**src/rtl/bridge_regs_pkg.sv**
```systemverilog
package bridge_regs_pkg;
  localparam int DATA_W      = 32;
  localparam int NUM_SLOTS   = 28;
  localparam int SLOT_GENCFG = 1;
  localparam int SLOT_EDGE   = 9;
  localparam int SLOT_POL    = 11;
  localparam int SLOT_EN_SET = 12;
  localparam int SLOT_EN_CLR = 13;
  localparam int SLOT_EN     = 14;
  localparam int SLOT_STATUS = 15;
  localparam int SOFTRST_BIT = 2;

  function automatic logic [DATA_W-1:0] slot_reset_value(input int idx);
    case (idx)
      0:       return 32'h0000_0C40;
      1:       return 32'h0000_1384;
      2:       return 32'h2BFF_8010;
      3:       return 32'h255E_0091;
      4:       return 32'h0000_6140;
      7:       return 32'h0000_01FF;
      8:       return 32'h0000_01FF;
      26:      return 32'h0000_0008;
      27:      return 32'h1000_0000;
      default: return '0;
    endcase
  endfunction
endpackage

```
**src/rtl/regfile_decode.sv**
```systemverilog
module regfile_decode #(
  parameter int ADDR_W    = 8,
  parameter int NUM_SLOTS = 28
) (
  input  logic                 clk,
  input  logic                 rst_n,
  input  logic                 bus_valid,
  input  logic                 bus_write,
  input  logic [ADDR_W-1:0]    bus_addr,
  output logic                 hit,
  output logic [ADDR_W-3:0]    slot_idx,
  output logic [NUM_SLOTS-1:0] slot_we
);
  localparam int IDX_W = ADDR_W - 2;

  assign slot_idx = bus_addr[ADDR_W-1:2];
  assign hit = bus_valid && (bus_addr[1:0] == 2'b00) &&
               (int'(slot_idx) < NUM_SLOTS);

  always_comb begin
    slot_we = '0;
    for (int i = 0; i < NUM_SLOTS; i++)
      slot_we[i] = hit && bus_write && (slot_idx == IDX_W'(i));
  end

  assert_we_onehot_R6: assert property (@(posedge clk) disable iff (!rst_n)
    $onehot0(slot_we));
  assert_misaligned_no_we_R6: assert property (@(posedge clk) disable iff (!rst_n)
    (bus_addr[1:0] != 2'b00) |-> (slot_we == '0));
endmodule

```
**src/rtl/regfile_store.sv**
```systemverilog
module regfile_store
  import bridge_regs_pkg::*;
#(
  parameter int NUM_SLOTS = 28
) (
  input  logic                              clk,
  input  logic                              rst_n,
  input  logic [NUM_SLOTS-1:0]              slot_we,
  input  logic [DATA_W-1:0]                 wdata,
  output logic [NUM_SLOTS-1:0][DATA_W-1:0]  words
);
  for (genvar i = 0; i < NUM_SLOTS; i++) begin : g_slot
    if (i == SLOT_EN || i == SLOT_STATUS) begin : g_ro
      assign words[i] = '0;
    end else begin : g_rw
      localparam logic [DATA_W-1:0] RESET_VAL = slot_reset_value(i);
      logic [DATA_W-1:0] q;
      always_ff @(posedge clk or negedge rst_n) begin
        if (!rst_n)          q <= RESET_VAL;
        else if (slot_we[i]) q <= wdata;
      end
      assign words[i] = q;

      assert_slot_store_R2: assert property (@(posedge clk) disable iff (!rst_n)
        slot_we[i] |=> (words[i] == $past(wdata)));
      assert_slot_hold_R6: assert property (@(posedge clk) disable iff (!rst_n)
        !slot_we[i] |=> $stable(words[i]));
    end
  end
endmodule

```
**src/rtl/irq_enable_ctl.sv**
```systemverilog
module irq_enable_ctl
  import bridge_regs_pkg::*;
(
  input  logic              clk,
  input  logic              rst_n,
  input  logic              set_we,
  input  logic              clr_we,
  input  logic              direct_we,
  input  logic [DATA_W-1:0] wdata,
  output logic [DATA_W-1:0] enable
);
  always_ff @(posedge clk or negedge rst_n) begin
    if (!rst_n)      enable <= '0;
    else if (set_we) enable <= enable | wdata;
    else if (clr_we) enable <= enable & ~wdata;
  end

  assert_set_merges_R3: assert property (@(posedge clk) disable iff (!rst_n)
    set_we |=> ((enable & $past(wdata)) == $past(wdata)) &&
               ((enable & ~$past(wdata)) == ($past(enable) & ~$past(wdata))));
  assert_clr_masks_R4: assert property (@(posedge clk) disable iff (!rst_n)
    clr_we |=> ((enable & $past(wdata)) == '0) &&
               ((enable & ~$past(wdata)) == ($past(enable) & ~$past(wdata))));
  assert_direct_ignored_R5: assert property (@(posedge clk) disable iff (!rst_n)
    direct_we |=> $stable(enable));
endmodule

```
**src/rtl/soft_reset_detect.sv**
```systemverilog
module soft_reset_detect (
  input  logic clk,
  input  logic rst_n,
  input  logic cfg_we,
  input  logic old_bit,
  input  logic new_bit,
  output logic reset_req
);
  always_ff @(posedge clk or negedge rst_n) begin
    if (!rst_n) reset_req <= 1'b0;
    else        reset_req <= cfg_we && !old_bit && new_bit;
  end

  assert_pulse_single_R7: assert property (@(posedge clk) disable iff (!rst_n)
    reset_req |=> !reset_req);
  assert_pulse_cause_R8: assert property (@(posedge clk) disable iff (!rst_n)
    $rose(reset_req) |-> ($past(cfg_we) && $past(new_bit)));
  assert_no_pulse_when_set_R8: assert property (@(posedge clk) disable iff (!rst_n)
    (cfg_we && old_bit) |=> !reset_req);
endmodule

```
**src/rtl/bridge_regfile.sv**
```systemverilog
module bridge_regfile
  import bridge_regs_pkg::*;
#(
  parameter int ADDR_W = 8
) (
  input  logic              clk,
  input  logic              rst_n,
  input  logic              bus_valid,
  input  logic              bus_write,
  input  logic [ADDR_W-1:0] bus_addr,
  input  logic [31:0]       bus_wdata,
  output logic [31:0]       bus_rdata,
  output logic              soft_reset_req,
  output logic [31:0]       irq_edge_sel,
  output logic [31:0]       irq_polarity,
  output logic [31:0]       irq_enable
);
  localparam int IDX_W = ADDR_W - 2;

  logic                              hit;
  logic [IDX_W-1:0]                  slot_idx;
  logic [NUM_SLOTS-1:0]              slot_we;
  logic [NUM_SLOTS-1:0][DATA_W-1:0]  words;
  logic [DATA_W-1:0]                 enable_q;

  regfile_decode #(.ADDR_W(ADDR_W), .NUM_SLOTS(NUM_SLOTS)) u_decode (
    .clk(clk), .rst_n(rst_n), .bus_valid(bus_valid), .bus_write(bus_write),
    .bus_addr(bus_addr), .hit(hit), .slot_idx(slot_idx), .slot_we(slot_we)
  );

  regfile_store #(.NUM_SLOTS(NUM_SLOTS)) u_store (
    .clk(clk), .rst_n(rst_n), .slot_we(slot_we), .wdata(bus_wdata), .words(words)
  );

  irq_enable_ctl u_irq_en (
    .clk(clk), .rst_n(rst_n),
    .set_we(slot_we[SLOT_EN_SET]), .clr_we(slot_we[SLOT_EN_CLR]),
    .direct_we(slot_we[SLOT_EN]), .wdata(bus_wdata), .enable(enable_q)
  );

  soft_reset_detect u_softrst (
    .clk(clk), .rst_n(rst_n), .cfg_we(slot_we[SLOT_GENCFG]),
    .old_bit(words[SLOT_GENCFG][SOFTRST_BIT]),
    .new_bit(bus_wdata[SOFTRST_BIT]), .reset_req(soft_reset_req)
  );

  always_comb begin
    bus_rdata = '0;
    if (hit && !bus_write) begin
      for (int i = 0; i < NUM_SLOTS; i++)
        if (slot_idx == IDX_W'(i))
          bus_rdata = (i == SLOT_EN) ? enable_q : words[i];
    end
  end

  assign irq_edge_sel = words[SLOT_EDGE];
  assign irq_polarity = words[SLOT_POL];
  assign irq_enable   = enable_q;

  assert_idle_rdata_zero_R6: assert property (@(posedge clk) disable iff (!rst_n)
    !(bus_valid && !bus_write) |-> (bus_rdata == '0));
  assert_status_reads_zero_R5: assert property (@(posedge clk) disable iff (!rst_n)
    (bus_valid && !bus_write && bus_addr == ADDR_W'(SLOT_STATUS * 4)) |-> (bus_rdata == '0));
endmodule

```
**config.mk**
```make
export PLATFORM = sky130hd
export DESIGN_NAME = bridge_regfile
export DESIGN_NICKNAME = d
export VERILOG_FILES = /design/src/rtl/bridge_regs_pkg.sv /design/src/rtl/regfile_decode.sv /design/src/rtl/regfile_store.sv /design/src/rtl/irq_enable_ctl.sv /design/src/rtl/soft_reset_detect.sv /design/src/rtl/bridge_regfile.sv
export SDC_FILE = /design/constraint.sdc
export NUM_CORES = 1
export LEC_CHECK = 0
export ABC_AREA = 1
export BUFFER_PORTS_ARGS = -buffer_cell sky130_fd_sc_hd__buf_2
export CORE_MARGIN = 2
export CORE_UTILIZATION = 67
export CTS_CLUSTER_SIZE = 14
export DETAILED_ROUTE_END_ITERATION = 12
export GPL_TIMING_DRIVEN = 0
export HOLD_SLACK_MARGIN = 0.12
export PLACE_DENSITY_LB_ADDON = 0.08
export SYNTH_ARGS = -nofsm -noshare
export SYNTH_HDL_FRONTEND = slang
export SYNTH_HIERARCHICAL = 1
export SYNTH_SLANG_ARGS = --single-unit
```
**constraint.sdc**
```tcl
create_clock -name clk -period 2.75 [get_ports clk]
set_input_delay 0 -clock clk [delete_from_list [all_inputs] [get_ports clk]]
set_output_delay 0 -clock clk [all_outputs]
set_load 0.01 [all_outputs]
```
==> impl_metrics.toml <==
[sta]
slew_headroom_pct = 37.7
drv_slew = 0
rsz0062_at_grt = "yes"
fin_hold_ws_ns = 0.138
hold_viol = 0
setup_violations = 32
tightest_slew_ns = 0.931
max_freq_mhz = 263
fin_skew_ns = 0.000968
setup_ws_ns = -1.06
finalSetupTns_ns = -21.84
fin_crit_ns = 3.81
fin_crit_sh_pct = 138

[synth]
synth_area_mm2 = 0.0434
syn_inst = 5741
yosysWarnings = 6
avgSynthCellArea_um2 = 7.56

[clocking]
worst_skew_pair.late_latency_ns = 0.64
root_buffer = "clkbuf_16"
cts_made_buffers = 91
clockBufferDepth = 3
cts.sinks = 865
cts_tree = "built"
ctsHtreeMaxLevel = 3
cts.clk_slew.worst_paths_ns = 0.06

[critical_path]
cpMostUsedCell = "nand4_1"
r2r_cells = 3
cp-end-kind = "output pin"
cp_max_fo = 2
cp-start-kind = "flip-flop"
worstPathCellList = "nand2_1 > nand2_2 > nor2_4 > nand4_1 > nand2_2 > nand4_1 > nor2_2 > nand4_1 > nor2_2 > nand3_2 > nand2_2 > nand4_1 > nor2_2 > nand4_1 > nand2_1 > a21oi_2 > buf_2"
slowest_delay_ns = 0.39
critPathArrivalTime_ns = 3.81
worstSetupPathType = "flip-flop to output pin"
crit_required_ns = 2.75
cpMaxStageDelayCell = "nand4_1"
rrSetupSlack_ns = 1.51

[global_route]
grt_pass1_wl_mm = 228
grtUsageTotal_pct = 46.0
grtUsageMet1_pct = 64.5
overflow = 0
grt_use_met3_pct = 13.8
top_usage_layer = "met1"
grt_max_degree = 125
grt_pass1_vias = 37300
antenna_found_initial = 0
grtUsageMet2_pct = 63.6

[layout]
n_antenna_cell = 0
finalInstanceArea_mm2 = 0.0511
nFillCells = 4472
seq_area_mm2 = 0.0217
fin_nets = 6173
area.growth.synth_to_final_pct = 17.6
final_common_cell = "nand2_1"
multi_input_area_mm2 = 0.0184
drive_gt1_share_pct = 21.4
final_core_util_pct = 79.5
layoutNonFillerInstCount = 7055
final_cell_mix = "nand2_1, dfrtp_1, nand2_2"

[route]
vias = 40800
drc = 0
drt_iter0_drc = 6453
drt-pass1-iter-count = 8
vias_per_cell = 5.78
routed_wl_mm = 155
drtAntennaViolNets = 0
routedWlPerCell_um = 21.9

[min_path]
hold_depth = 4
hold_path_class = "input pin to flip-flop"
hp-start = "bus_wdata[9]"

[placement]
dp.cells = 6807
gp_congestion = 1.01
io_buffers = 172
dpl.hpwl_mm = 106
place_area_mm2 = 0.0457
pre_cts_ws_ns = -1.14

[pwr]
ir_drop_mv = 0.529
p_leak_nw = 28.0
powerDensity_mw_per_mm2 = 544
total_power_mw = 27.8

[floorplan]
start_util_pct = 67.6
placementRows = 93
die-area_mm2 = 0.0669
die_x_um = 259
core_area_mm2 = 0.0642
ios = 173
die_h_um = 259

[job]
maxCapViolCount = 0

[status]
violations = "negative setup slack"
outcome = "complete, but fails checks"
## worst max-delay path by stage
stage | startpoint | endpoint | slack [ns] | cells after the start
3_5_place_dp | bus_addr[2] | bus_rdata[5] | -1.14 | 24
4_1_cts | u_store/g_slot[2].g_rw.q[9] | bus_rdata[9] | -0.81 | 17
3_3_place_gp | rst_n | asynchronous set/reset pin | -16.98 | 1
2_1_floorplan | bus_addr[5] | bus_rdata[17] | 0.90 | 21
5_1_grt | u_store/g_slot[0].g_rw.q[2] | bus_rdata[2] | -1.04 | 17
6_report | u_store/g_slot[1].g_rw.q[10] | bus_rdata[10] | -1.06 | 17
## critical path, delay by kind of cell, from the launching register on
kind                   cells  cell delay [ns]
buffers and inverters      1             0.15
DFF                        1             0.38
AOI/OAI and AO/OA          1             0.05
and+or+nand+nor           15             2.56
## area by class of cell
cell class	count	share of cell area, %
Multi-Input combinational cell	4207	36.0
Inverter	285	2.31
Sequential cell	865	42.5
Tap cell	855	2.10
Clock inverter	27	0.716
Timing Repair Buffer	264	4.09
Buffer	415	6.77
Clock buffer	137	5.44
## state kept, by name (all words and copies together), names as in the netlist, named ones only
register / cells
u_softrst/reset_req: 1
u_store/g_slot.g_rw.q: 832
## report_power, final
group / switching, mW / internal [mW]
Sequential: 0.124 / 12.9
Combinational: 1.24 / 0.468
Clock: 5.26 / 7.78
Total: 6.62 / 21.2
## what timing repair did
action,in CTS,in global routing
hold endpoints to repair,1087,0
gates resized for setup,251,115
setup endpoints to repair,32,117
setup buffers,4,5
pin swaps,93,127
cloned,0,2
hold buffers,73,0
## per-layer routing
| layer | vias up | part of all wire (%) |
|---|---|---|
| li1 | 18000 | - |
| met1 | 19300 | 37 |
| met3 | 459 | 15 |
| met2 | 2966 | 41 |
| met5 | - | 0 |
| met4 | 0 | 7.0 |
Power figures use the tool's default switching activity.
